===== src/rtl/chmode_pkg.sv =====
package chmode_pkg;
  localparam int SAMPLE_W = 24;
  localparam int GAIN_FRAC = 8;
  localparam int ZRUN_LIMIT = 65536;

  typedef enum logic [1:0] {
    SRC_NONE  = 2'd0,
    SRC_RIGHT = 2'd1,
    SRC_LEFT  = 2'd2,
    SRC_MIX   = 2'd3
  } src_e;
endpackage


===== src/rtl/chmode_route.sv =====
module chmode_route
  import chmode_pkg::*;
#(
  parameter int DW = SAMPLE_W
) (
  input  logic [DW-1:0] l_i,
  input  logic [DW-1:0] r_i,
  input  logic [1:0]    sel_i,
  output logic [DW-1:0] y_o
);
  logic signed [DW:0] sum_w;
  logic signed [DW:0] half_w;

  // 25-bit sign-extended sum then arithmetic halving
  assign sum_w  = $signed({l_i[DW-1], l_i}) + $signed({r_i[DW-1], r_i});
  assign half_w = sum_w >>> 1;

  always_comb begin
    case (src_e'(sel_i))
      SRC_RIGHT: y_o = r_i;
      SRC_LEFT:  y_o = l_i;
      SRC_MIX:   y_o = half_w[DW-1:0];
      default:   y_o = '0;
    endcase
  end
endmodule


===== src/rtl/chmode_ramp.sv =====
module chmode_ramp
  import chmode_pkg::*;
#(
  parameter int GW = GAIN_FRAC
) (
  input  logic        clk,
  input  logic        rst_n,
  input  logic        step_i,
  input  logic        mute_i,
  output logic [GW:0] gain_o
);
  localparam logic [GW:0] FULL = {1'b1, {GW{1'b0}}};

  always_ff @(posedge clk or negedge rst_n) begin
    if (!rst_n) begin
      gain_o <= FULL;
    end else if (step_i) begin
      if (mute_i && gain_o != '0)
        gain_o <= gain_o - 1'b1;
      else if (!mute_i && gain_o != FULL)
        gain_o <= gain_o + 1'b1;
    end
  end

  // the gain moves by at most one step per cycle
  p_gain_step_r4: assert property (@(posedge clk) disable iff (!rst_n)
    (gain_o == $past(gain_o)) || (gain_o == $past(gain_o) + 1'b1) ||
    (gain_o + 1'b1 == $past(gain_o)));

  // the gain never exceeds unity
  p_gain_bound_r4: assert property (@(posedge clk) disable iff (!rst_n)
    gain_o <= FULL);

  // a muted gain stays at zero while mute is held
  p_gain_floor_r4: assert property (@(posedge clk) disable iff (!rst_n)
    (step_i && mute_i && gain_o == '0) |=> gain_o == '0);

  // without a frame the gain holds
  p_gain_idle_r4: assert property (@(posedge clk) disable iff (!rst_n)
    !step_i |=> $stable(gain_o));
endmodule


===== src/rtl/chmode_zwatch.sv =====
module chmode_zwatch
  import chmode_pkg::*;
#(
  parameter int LIMIT = ZRUN_LIMIT
) (
  input  logic clk,
  input  logic rst_n,
  input  logic tick_i,
  input  logic accept_i,
  input  logic pair_zero_i,
  output logic sat_o
);
  localparam int CW = $clog2(LIMIT + 1);
  localparam logic [CW-1:0] LIM_C = CW'(LIMIT);

  logic [CW-1:0] cnt_q;
  logic          last_zero_q;

  always_ff @(posedge clk or negedge rst_n) begin
    if (!rst_n) begin
      cnt_q       <= '0;
      last_zero_q <= 1'b0;
    end else begin
      if (accept_i)
        last_zero_q <= pair_zero_i;
      if (accept_i && !pair_zero_i)
        cnt_q <= '0;
      else if (tick_i && (accept_i || last_zero_q) && cnt_q != LIM_C)
        cnt_q <= cnt_q + CW'(1);
    end
  end

  assign sat_o = (cnt_q == LIM_C);

  // a non-zero pair clears the run
  p_clear_r8: assert property (@(posedge clk) disable iff (!rst_n)
    (accept_i && !pair_zero_i) |=> !sat_o && cnt_q == '0);

  // saturation holds until a non-zero pair arrives
  p_sat_hold_r7: assert property (@(posedge clk) disable iff (!rst_n)
    (sat_o && !(accept_i && !pair_zero_i)) |=> sat_o);

  // the count advances by at most one per cycle
  p_cnt_step_r7: assert property (@(posedge clk) disable iff (!rst_n)
    (cnt_q == $past(cnt_q)) || (cnt_q == $past(cnt_q) + CW'(1)) || (cnt_q == '0));

  // no tick, no advance
  p_cnt_idle_r7: assert property (@(posedge clk) disable iff (!rst_n)
    !tick_i |=> (cnt_q == $past(cnt_q)) || (cnt_q == '0));
endmodule


===== src/rtl/chmode_proc.sv =====
module chmode_proc
  import chmode_pkg::*;
#(
  parameter int DW    = SAMPLE_W,
  parameter int GW    = GAIN_FRAC,
  parameter int LIMIT = ZRUN_LIMIT
) (
  input  logic          clk,
  input  logic          rst_n,
  input  logic          in_valid,
  output logic          in_ready,
  input  logic [DW-1:0] in_left,
  input  logic [DW-1:0] in_right,
  output logic          out_valid,
  input  logic          out_ready,
  output logic [DW-1:0] out_left,
  output logic [DW-1:0] out_right,
  input  logic          bit_tick,
  input  logic [3:0]    route_sel,
  input  logic          mute_req,
  input  logic          op_enable,
  input  logic          zero_det_en,
  input  logic          run_n,
  output logic          zero_forced
);
  localparam int NCH = 2;
  localparam int PW  = DW + GW + 2;

  logic                    accept;
  logic                    pair_zero;
  logic                    zsat;
  logic                    force_all;
  logic                    force_zero;
  logic [GW:0]             gain;
  logic [NCH-1:0][DW-1:0]  routed;
  logic [NCH-1:0][DW-1:0]  scaled;

  assign in_ready  = !out_valid || out_ready;
  assign accept    = in_valid && in_ready;
  assign pair_zero = (in_left == '0) && (in_right == '0);

  for (genvar ch = 0; ch < NCH; ch++) begin : g_chan
    logic signed [PW-1:0] prod;

    chmode_route #(.DW(DW)) u_route (
      .l_i   (in_left),
      .r_i   (in_right),
      .sel_i (route_sel[2*ch +: 2]),
      .y_o   (routed[ch])
    );

    assign prod       = $signed(routed[ch]) * $signed({1'b0, gain});
    assign scaled[ch] = prod[DW+GW-1:GW];
  end

  chmode_ramp #(.GW(GW)) u_ramp (
    .clk    (clk),
    .rst_n  (rst_n),
    .step_i (accept),
    .mute_i (mute_req),
    .gain_o (gain)
  );

  chmode_zwatch #(.LIMIT(LIMIT)) u_zwatch (
    .clk         (clk),
    .rst_n       (rst_n),
    .tick_i      (bit_tick),
    .accept_i    (accept),
    .pair_zero_i (pair_zero),
    .sat_o       (zsat)
  );

  assign force_all   = !run_n || op_enable;
  assign force_zero  = force_all || (zero_det_en && zsat && pair_zero);
  assign zero_forced = force_all || (zero_det_en && zsat);

  always_ff @(posedge clk or negedge rst_n) begin
    if (!rst_n) begin
      out_valid <= 1'b0;
      out_left  <= '0;
      out_right <= '0;
    end else if (accept) begin
      out_valid <= 1'b1;
      out_left  <= force_zero ? '0 : scaled[0];
      out_right <= force_zero ? '0 : scaled[1];
    end else if (out_ready) begin
      out_valid <= 1'b0;
    end
  end

  // Bounds of the input pair for the mix check
  logic signed [DW-1:0] lo_s, hi_s;
  assign lo_s = ($signed(in_left) < $signed(in_right)) ? $signed(in_left)  : $signed(in_right);
  assign hi_s = ($signed(in_left) < $signed(in_right)) ? $signed(in_right) : $signed(in_left);

  // the unscaled left mix lies between the two inputs
  p_mix_range_r3: assert property (@(posedge clk) disable iff (!rst_n)
    (accept && !force_zero && route_sel[1:0] == 2'b11 && gain == {1'b1, {GW{1'b0}}})
    |=> ($signed(out_left) >= $past(lo_s)) && ($signed(out_left) <= $past(hi_s)));

  // a forced frame leaves zero on both outputs
  p_forced_zero_r5: assert property (@(posedge clk) disable iff (!rst_n)
    (accept && force_all) |=> (out_left == '0) && (out_right == '0));

  // a stalled output holds
  p_hold_r9: assert property (@(posedge clk) disable iff (!rst_n)
    (out_valid && !out_ready) |=> out_valid && $stable(out_left) && $stable(out_right));

  // a silent left field gives a zero left output
  p_silent_left_r1: assert property (@(posedge clk) disable iff (!rst_n)
    (accept && route_sel[1:0] == 2'b00) |=> out_left == '0);
endmodule


===== config.mk =====
export PLATFORM = sky130hd
export DESIGN_NAME = chmode_proc
export DESIGN_NICKNAME = d
export VERILOG_FILES = /design/src/rtl/chmode_pkg.sv /design/src/rtl/chmode_route.sv /design/src/rtl/chmode_ramp.sv /design/src/rtl/chmode_zwatch.sv /design/src/rtl/chmode_proc.sv
export SDC_FILE = /design/constraint.sdc
export NUM_CORES = 1
export LEC_CHECK = 0
export CAP_MARGIN = 20
export CORE_UTILIZATION = 60
export DETAILED_ROUTE_END_ITERATION = 8
export PLACE_DENSITY = 0.89
export SLEW_MARGIN = 20
export SYNTH_ARGS = -nofsm -noshare
export SYNTH_HDL_FRONTEND = slang
export SYNTH_SLANG_ARGS = --single-unit

===== constraint.sdc =====
create_clock -name clk -period 7.6 [get_ports clk]
set_input_delay 1.52 -clock clk [delete_from_list [all_inputs] [get_ports clk]]
set_output_delay 1.52 -clock clk [all_outputs]
set_load 0.01 [all_outputs]

[Word level (Yosys, flattened, before mapping)]
Index checks and enable logic that the tools add are counted.
Word-level totals
  bits in registers: 76
  input bits: 61
Operators by class
  add/sub/neg operators: 4
  multipliers: 2
  equality and inequality tests: 9
  multiplexer cells: 10
  reduce and logical (&&, ||, !) cells: 25
Operator list (count)
  case mux 24 bit (3 select lines): 2
  multiplier 24 x 10 -> 32 bit: 2
  logical NOT 24 bit: 2
  2-to-1 mux 24 bit: 2
  2-to-1 mux 17 bit: 2
  adder 24 x 24 -> 25 bit: 1
  2-to-1 mux 9 bit: 2
  adder 17 x 1 -> 17 bit (second input constant): 1
  == test 17 bit (second input constant): 1
  != test 17 bit (second input constant): 1
  adder 9 x 1 -> 9 bit (second input constant): 1
  logical AND 1 bit: 9
  != test 9 bit (second input constant): 1
  nonzero test 9 bit: 1
  subtractor 9 x 1 -> 9 bit (second input constant): 1
  == test 2 bit (second input constant): 4
  nonzero test 2 bit: 3
  logical OR 1 bit: 5
  == test 2 x 1 -> 1 bit (second input constant): 2
  logical NOT 1 bit: 4
  2-to-1 mux 1 bit: 2
  AND reduction 2 bit: 1

[Logic depth before layout (Yosys ltp)]
Gate-level depths: netlist (run 1).
  word-level depth: 8
  mapped depth: 31
  depth with buffers taken out: 31

[By module]
Synthesis (run 1) repeated with hierarchy kept, for this count alone.
Unflattened totals
  cell total of the unflattened synthesis: 2390
  area total of the unflattened synthesis: 20856.3 µm²
Modules (own cells, without submodules)
  chmode_proc: instances 1, cells an instance 1705, area each 15792.6 µm², sequential area each 1226.2 µm²
  chmode_route: instances 2, cells an instance 253, area each 1670.4 µm², sequential area each 0.0 µm²
  chmode_zwatch: instances 1, cells an instance 111, area each 1016.0 µm², sequential area each 450.4 µm²
  chmode_ramp: instances 1, cells an instance 68, area each 706.9 µm², sequential area each 226.5 µm²

[Least setup slack after synthesis (run 1)]
Ideal clock, no wire load.
  path kind: input to register
  start point: input in_left[4]
  end point: register out_right[17]
  setup time: 0.121 ns
  data arrival time: 8.377 ns
  required time: 7.479 ns
  path slack: -0.898 ns
  stages: 28
  buffers on the path: 0
  cells stage by stage: ha_1 -> a21o_1 -> a2111oi_4 -> nand2_1 -> a211o_1 -> a21oi_1 -> xnor2_1 -> mux2i_1 -> o21ai_1 -> nand2_1 -> fa_1 -> inv_1 -> fa_1 -> fa_1 -> fa_1 -> inv_1 -> fa_1 -> inv_1 -> ha_1 -> a21o_1 -> a21o_1 -> a2111oi_0 -> o21ai_1 -> a211oi_2 -> o31ai_1 -> a211oi_1 -> a21oi_1 -> a22o_1
On the way
  cells in the longest elaborated chain, start to end: 5
  elaborated cells between the ends (all ways): 8
  those cells by class: add/sub: 1; mul: 1; mux: 2; reduce/logical: 4
RTL lines
  start, declared: RTL line chmode_proc.sv:12  | input logic [DW-1:0] in_left,
  parallel branches: the longest is 4 deep, another holds multiplier 24 x 10 -> 32 bit
  2-to-1 mux 24 bit *: RTL line chmode_proc.sv:85  | out_right <= force_zero ? '0 : scaled[1];
  end signal, assigned: RTL line chmode_proc.sv:85
  end, declared: RTL line chmode_proc.sv:17  | output logic [DW-1:0] out_right,
Every way passes the cells marked *.
A chain may end at the register's enable or synchronous reset.

[Worst setup path after layout (run 1)]
  start point: input in_left[12]
  end point: register out_right[17]
The elaborated chain is that of the path after synthesis.

==> reports/summary.md, run 1 <==
The vertical die dimension is 183 um. Timing would allow up to 118 MHz. The run gives 19700 um^2 as the total standard cell area after synthesis. The top cell types in the final layout, fill and taps aside, are buf_4, inv_1, fa_1.

For the maximum count of clock buffers along a single path, the log shows 2. The tree is rooted in a clkbuf_16. Data required time of the critical path: 7.85 ns.

The largest fanout of any net on the critical path was 4. Clock skew after layout: 0.0139 ns. From synthesis to final layout, the design area changed by 36.6%. The number of hold violations in the final report was 0.

Prior to clock tree synthesis, the placed netlist has a worst setup slack of -1.74 ns. The clock input transition at the sequential cells of the worst setup and hold paths came out at 0.06 ns. For this run, the number of Yosys warnings is 0.

Depth of the CTS H-tree: 3. The endpoint arrival time on the critical path was 8.70 ns. After synthesis, the mean cell area works out to 8.81 um^2. The post-synthesis sequential element count came out at 76. After clock tree synthesis, the flow added hold-fix buffers numbering 0.

The first routing iteration left 1818 violations. In this run, CTS created clock tree buffers numbering 9. The critical path's slowest cell was fa_1.

For the number of endpoints failing setup at the final stage, the log shows 41. The initialized floorplan defines 66 standard-cell rows. The logs give 21375 for the number of global-route vias before repair and 0.297 for the relative slew slack. The largest stage delay on the critical path works out to 0.60 ns. The width of the die is 183 um.

The number of clock sinks came out at 76. The routing usage on met1 came out at 0.442. The antenna diode count is 0. For this block, the routed nets add up to 72400 um of wire. The cell family contributing the most delay on the critical path is adder cells. The tools report the distinct cell type count of the synthesized netlist as 82. In the final routed layout, each cell accounts on average for 22.4 um. The time the final worst path needs with I/O delays and setup was 8.45 ns; the met2 track demand over resource was 0.737. The fraction of layout cells with a size suffix above 1 was 0.299; the number of ports placed on the die boundary was 112. Path type of the worst min-delay path: reg2reg. Setup repair after global routing could not meet its margin everywhere.

In the final design database the tool counted 3345 nets. The worst setup path is of the in2reg kind. After legalization and detailed placement, the total HPWL measured 48700 um. The run gives 0 as the initial antenna violation count. STA classifies the critical path endpoint as a flop. The met3 usage in global routing is 0.0772, and the fraction of registers with async set/reset is 1.00. TritonCTS built the clock tree. For the insertion delay of the later-clocked pin in the worst-skew pair, the log shows 0.37 ns.

Detailed routing inserted a total of 19600 vias. The count of buffers inserted at the top-level ports is 111. The most numerous cell type found on the critical path is fa_1.

Before antenna repair, the detailed router went through 9 iterations. Once detail routing completed, the nets flagged for antenna violations numbered 0. Transition at the pin with the smallest max-transition slack: 1.05 ns. The worst setup path is launched from an input port. The starting density of the core was 0.607. Leaving out fill and tap cells, the most frequent cell in the layout is buf_4. The run gives 0.417 as the global router's overall resource usage.

The run gives 0 as the count of pins over their slew limit. Dividing the detail-routed via count by the number of cells gives 6.08. The congestion estimate from routability-driven global placement came to 1.07. The run gives 69 as the pin count of the biggest net entering global routing.

The first global-routing pass estimated 108000 um of wire. The tool flagged a number of max-cap violations equal to 0. The number of instances in the synthesized netlist was 2238. The part of the Yosys area used for sequential elements is 0.0965.

After detailed routing, the number of remaining DRC violations is 0. The run finished, with violations left. The tools report the final worst-path setup slack as -0.846 ns. For this run, the leading register cell type out of synthesis is dfrtp_1. The die covers 33600 um^2. The number of enable flip-flop cells after synthesis came out at 0. The net count after synthesis is 2805.

The final reports fail on setup timing. The region available for standard cell placement spans 32500 um^2. The tools report the global-route congestion overflow total as 0. The buffers plus inverters on the worst setup path is 7, and the post-route clock period utilization is 1.11.

The global routing stage identified its most utilized layer as met2.
[through the flow]
step / hold WS (ns) / TNS, ns / utilization / std cells / cell area (um^2)
final: 0.507 / -23.23 / 0.830 / 3225 / 26900
after global placement: 0.477 / -50.67 / 0.752 / 3111 / 24400
after detailed placement: 0.490 / -59.18 / 0.752 / 3111 / 24400
after floorplan: 0.460 / -6.42 / - / 2238 / 20000
after global routing: 0.519 / -32.94 / 0.830 / 3225 / 26900
after CTS: 0.507 / -13.83 / 0.807 / 3194 / 26200
[flip-flops by register name, indices dropped and copies added (netlist names)]
register and flops:
u_ramp.gain_o 9, out_valid 1, u_zwatch.cnt_q 17, out_right 24
u_zwatch.last_zero_q 1, out_left 24
[logic make-up (layout without fill, tap and decap cells)]
kind of cell,after synthesis,count (layout),synth area share
compound gates,316,316,0.115
xor+xnor,97,97,0.0431
fa+ha+maj,506,506,0.451
buf+inv,495,1040,0.0946
flops,76,76,0.0965
mux,36,36,0.0184
simple gates,712,712,0.181
[Yosys cell counts, types with 18 or more instances]
cell type	n	area share
a22o_1	44	0.020
nor2b_1	24	0.0076
a21oi_1	58	0.015
nor4_1	18	0.0057
nand3_1	23	0.0058
dfrtp_1	75	0.095
o21ai_0	45	0.011
o21ai_1	33	0.0084
mux2i_1	34	0.017
ha_1	164	0.10
inv_1	416	0.079
clkbuf_1	68	0.013
and2_1	195	0.062
xnor2_1	58	0.026
fa_1	342	0.35
a21o_1	31	0.012
nor2_1	53	0.010
nand2_1	307	0.058
xor2_1	39	0.017
[repair_timing]
item	4_1_cts	5_1_grt
pin swaps	217	159
setup buffers	73	36
resized for setup	300	130
hold endpoints to repair	0	0
setup endpoints to repair	48	46
[per-layer routing]
layer / share of wire / vias to the layer above
li1: - / 8177
met1: 0.33 / 9534
met2: 0.50 / 1341
met3: 0.083 / 548
met4: 0.090 / 0
met5: 0 / -
[cell type report]
cell class / instances / area (um^2)
Multi-Input combinational cell: 1667 / 17600
Tap cell: 442 / 553
Clock inverter: 5 / 85.1
Fill cell: 1632 / 5530
Clock buffer: 11 / 243
Timing Repair Buffer: 606 / 4990
Sequential cell: 76 / 1910
Inverter: 418 / 1570
[final timing paths]
path                                                    from                           end  slack, ns  cells past startpoint
worst max-delay path                             in_left[12]     out_right[17]$_DFFE_PN0P_      -0.85                     31
worst min-delay path                out_left[19]$_DFFE_PN0P_      out_left[19]$_DFFE_PN0P_       0.51                      1
worst max register to register  u_ramp.gain_o[3]$_DFFE_PN0P_     out_right[17]$_DFFE_PN0P_       1.12                     22
worst min register to register      out_left[19]$_DFFE_PN0P_      out_left[19]$_DFFE_PN0P_       0.51                      1
max in group asynchronous                              rst_n  u_ramp.gain_o[4]$_DFFE_PN0P_       5.43                      2
min in group asynchronous                              rst_n      out_right[1]$_DFFE_PN0P_       0.96                      1
Power of run 1 is left out: the tool's default activity adds up to more than one toggle a clock period on the data nets, which glitch-free logic cannot reach.
==> run 2: changes to the inputs <==
--- a/config.mk
+++ b/config.mk
@@ -6,9 +6,12 @@
 export NUM_CORES = 1
 export LEC_CHECK = 0
 export CAP_MARGIN = 20
-export CORE_UTILIZATION = 60
+export CELL_PAD_IN_SITES_DETAIL_PLACEMENT = 2
+export CELL_PAD_IN_SITES_GLOBAL_PLACEMENT = 2
+export CORE_UTILIZATION = 40
 export DETAILED_ROUTE_END_ITERATION = 8
-export PLACE_DENSITY = 0.89
+export GPL_TIMING_DRIVEN = 1
+export PLACE_DENSITY = 0.93
 export SLEW_MARGIN = 20
 export SYNTH_ARGS = -nofsm -noshare
 export SYNTH_HDL_FRONTEND = slang
==> constraint.sdc (replaced) <==
create_clock -name clk -period 7.95 [get_ports clk]
set_input_delay 1.59 -clock clk [delete_from_list [all_inputs] [get_ports clk]]
set_output_delay 1.59 -clock clk [all_outputs]
set_load 0.01 [all_outputs]
==> reports/summary.md, run 2 <==
The dominant cell by count in the synthesized netlist was inv_1. The run gives 3317 (+6.6%) as the total placed cells including tap cells. The proportion of netlist area held by the largest area contributor was 0.347 (unchanged); the number of enable flip-flop cells after synthesis was 0 (unchanged).

The run gives 0.409 (-0.198) as the starting density of the core. The run gives 78 (+6.8%) as the number of setup buffers added after CTS. The run stopped with a tool error. The width of the die is 224 um (+22%). For the depth of the CTS H-tree, the log shows 3 (unchanged). fa_1 takes more of the synthesized area than any other cell. The commonest cells after synthesis are inv_1, fa_1, nand2_1, and2_1, ha_1. The mean instance size in the synthesized netlist works out to 8.81 um^2 (unchanged). The warning count from the yosys run is 0 (unchanged), and the hold buffer count at CTS is 0 (unchanged). The tree is rooted in a clkbuf_16. Number of instances in the synthesized netlist: 2238 (unchanged). The number of clock sinks is 76 (unchanged), and the total clock buffers created by CTS is 9 (unchanged).

The post-synthesis sequential element count came out at 76 (unchanged). The flow stopped in clock tree synthesis (4_1_cts). The weighted congestion reported at the end of routability-driven placement is 0.990 (-7.1%). The fraction of registers with async set/reset is 1.00 (unchanged). The vertical die dimension came out at 224 um (+22%). The run gives 82 (unchanged) as the distinct cell type count of the synthesized netlist.

The maximum count of clock buffers along a single path is 2 (unchanged). The part of the Yosys area used for sequential elements came out at 0.0965 (unchanged). The net count after synthesis came out at 2805 (unchanged). The count of instances resized after the clock tree is built came out at 512 (+71%).

Among all flip-flop cells after synthesis, the most frequent one is dfrtp_1. The number of ports placed on the die boundary was 112 (unchanged); the count of buffers inserted at the top-level ports was 111 (unchanged). By area the synthesized netlist is led by fa_1, ha_1, dfrtp_1. The first error in the log reads "[ERROR DPL-0033] detailed placement checks failed during check placement". The run gives 80 (+21%) as the standard-cell row count.

The logs give 19700 um^2 (unchanged) for the total standard cell area after synthesis and 88300 um (+81%) for the final HPWL from detailed placement.
run 2: cell counts after synthesis:
Identical to the previous run, type by type.
run 2: kinds of logic after synthesis:
family | after synthesis | synth area share
DFF | 76 | 0.0965
and+or+nand+nor | 712 | 0.181
buffers and inverters | 495 | 0.0946
AOI/OAI and AO/OA | 316 | 0.115
muxes | 36 | 0.0184
xor gates and xnor gates | 97 | 0.0431
adders and majority gates | 506 | 0.451
run 2: per-stage QoR:
| stage | instance area (um^2) | setup TNS (ns) | utilization | hold slack (ns) | setup WS (ns) |
|---|---|---|---|---|---|
| after detailed placement | 24500 | -75.97 | 0.509 | 0.507 | -2.17 |
| after global placement | 24500 | -43.05 | 0.509 | 0.473 | -1.38 |
| after floorplan | 19900 | -1.10 | - | 0.460 | -0.248 |
==> run 3: changes to the inputs <==
--- a/config.mk
+++ b/config.mk
@@ -6,12 +6,10 @@
 export NUM_CORES = 1
 export LEC_CHECK = 0
 export CAP_MARGIN = 20
-export CELL_PAD_IN_SITES_DETAIL_PLACEMENT = 2
-export CELL_PAD_IN_SITES_GLOBAL_PLACEMENT = 2
 export CORE_UTILIZATION = 40
 export DETAILED_ROUTE_END_ITERATION = 8
 export GPL_TIMING_DRIVEN = 1
-export PLACE_DENSITY = 0.93
+export PLACE_DENSITY_LB_ADDON = 0.15
 export SLEW_MARGIN = 20
 export SYNTH_ARGS = -nofsm -noshare
 export SYNTH_HDL_FRONTEND = slang
==> reports/summary.md, run 3 (same netlist as run 1, synthesis figures left out) <==
Counting stages on the worst path, the most repeated cell is fa_1. Final HPWL from detailed placement: 47900 um (-46%). The tightest min-delay check is of the reg2reg type.

The number of ports placed on the die boundary is 112 (unchanged). The top cell types in the final layout, fill and taps aside, are buf_4, inv_1, fa_1. The logs give 18607 for the number of global-route vias before repair and 0.943 (-4.8%) for the weighted congestion reported at the end of routability-driven placement.

Across the run, the number of max-cap violations was 0. The startpoint identified for the worst hold timing path is out_left[15]$_DFFE_PN0P_. After clock tree synthesis, the clock-pin slew on the worst setup and hold paths is 0.06 ns. In this run the remaining antenna-violating nets after routing total 0. At the worst endpoint, the required time is 8.20 ns.

Across the routed clock network, the largest skew measured is 0.0167 ns. The flow ran to the end, but the final reports show violations. Fraction of layout cells with a size suffix above 1: 0.275. Clock latency on the worst-skew pair, taken at its later pin, is 0.37 ns. The run gives 0 as the global-route congestion overflow total.

The slowest stage of the critical path belongs to the cell fa_1. The area growth from synthesis to layout is 35.3%. The post-route clock period utilization was 1.05. The number of hold violations in the final report is 0, and the endpoint arrival time on the critical path is 8.58 ns.

The final reports fail on setup timing. The run gives 76 (unchanged) as the number of clock sinks. The tools report the library cell used as clock root buffer as clkbuf_16. Vertical die dimension: 224 um (unchanged). The count of pins over their slew limit was 0. The number of buffers and inverters on the critical path is 8. The largest registers in the layout are out_left: 24 flops, out_right: 24 flops, u_zwatch.cnt_q: 17 flops.

The commonest non-fill, non-tap cell in the layout was buf_4. The tools report the standard-cell row count as 80 (unchanged). After detailed routing, the total wire length is 58700 um. The width of the die came out at 224 um (unchanged). The peak clock frequency supported by timing was 120 MHz. The smallest clock period supported by the final layout is computed as 8.32 ns.

The first global-routing pass estimated 97400 um of wire. Entering global routing, the biggest net connects 62 pins. The kind of start point of the critical path was an input port. The run gives 26700 um^2 as the summed area of non-filler cells in the final layout.

The core occupancy in the finished layout came out at 0.554. The area of the core came out at 48100 um^2. The depth of the CTS H-tree is 3 (unchanged).

Dividing the detail-routed wire length by the instance count gives 17.2 um. The run gives 9 (unchanged) as the total clock buffers created by CTS. The die covers 50200 um^2. TritonCTS built the clock tree.

The largest stage delay on the critical path came out at 0.55 ns. The run gives 0.245 as the global router's overall resource usage. The maximum count of clock buffers along a single path was 2 (unchanged). The post-detailed-route DRC marker count was 0. The worst register-to-register path begins at u_ramp.gain_o[2]$_DFFE_PN0P_. The count of buffers inserted at the top-level ports came out at 111 (unchanged).

The kind of cell with the highest combined delay along the critical path is adder cells. In the final design database the tool counted 3311 nets. The logs give 0.361 for the relative slew slack and 0.409 (unchanged) for the starting density of the core. The largest fanout of any net on the critical path came out at 5.

The initial antenna violation count is 1, and the starting DRC count in detailed routing is 837. The routed layout has 17057 vias. For the pin with the worst max-slew slack, the measured transition is 0.958 ns. The worst setup path is captured at a flop.

0 antenna diodes ended up in the layout. The final worst-path setup slack was -0.374 ns; the post-detailed-placement cell area was 24500 um^2 (about the same). The per-cell via count in the routed design was 5.01. Setup repair after global routing could not meet its margin everywhere.

The number of endpoints failing setup at the final stage was 26; the number of iterations in the first detailed-routing pass was 5. The critical path in this run is classified as in2reg. Tracing the worst setup path back leads to its startpoint at in_left[4].
run 3: cell type report:
class | instances | area, um^2
repair buffers | 572 | 4730
multi-input cells | 1667 | 17300
clock buffers | 9 | 225
flip-flops and latches | 76 | 1910
clock inverters | 7 | 82.6
inverters | 418 | 1570
fillers | 4331 | 21500
well taps | 656 | 821
run 3: tightest hold or removal path: cells and delay by family (launching register included):
kind | cells | cell delay [ns]
DFF | 1 | 0.35
AOI/OAI and AO/OA | 1 | 0.06
and+or+nand+nor | 1 | 0.05
run 3: path summary, 6_finish.rpt:
check / endpoint / slack, ns / depth (start not counted)
setup / recovery: out_right[17]$_DFFE_PN0P_ / -0.37 / 32
min in group asynchronous: out_left[7]$_DFFE_PN0P_ / 1.07 / 1
max in group asynchronous: u_ramp.gain_o[5]$_DFFE_PN0P_ / 5.77 / 2
hold / removal: out_left[15]$_DFFE_PN0P_ / 0.50 / 2
setup reg to reg: out_right[17]$_DFFE_PN0P_ / 1.77 / 21
hold reg to reg: out_left[15]$_DFFE_PN0P_ / 0.50 / 2
run 3: through the flow:
stage,TNS [ns],worst slack [ns],cells,hold WS (ns)
finish,-4.95,-0.374,3405,0.501
global route,-13.58,-0.685,3405,0.530
CTS,-4.86,-0.386,3396,0.506
detailed placement,-46.45,-1.46,3316,0.487
global placement,-45.02,-1.53,3316,0.478
floorplan,-1.10,-0.248,2238,0.460
run 3: what timing repair did:
item | 4_1_cts | 5_1_grt
setup endpoints to repair | 46 | 39
hold buffers | 0 | 0
pin swaps | 222 | 55
gates resized for setup | 303 | 74
buffers inserted | 67 | 13
run 3: routing by layer:
layer,global-route usage,up-vias,part of all wire
met1,0.326,8534,0.45
li1,-,8113,-
met3,0.0344,79,0.042
met4,0.0687,2,0.025
met2,0.415,329,0.48
met5,0,-,0.00022
Power of run 3 is left out for the same reason.
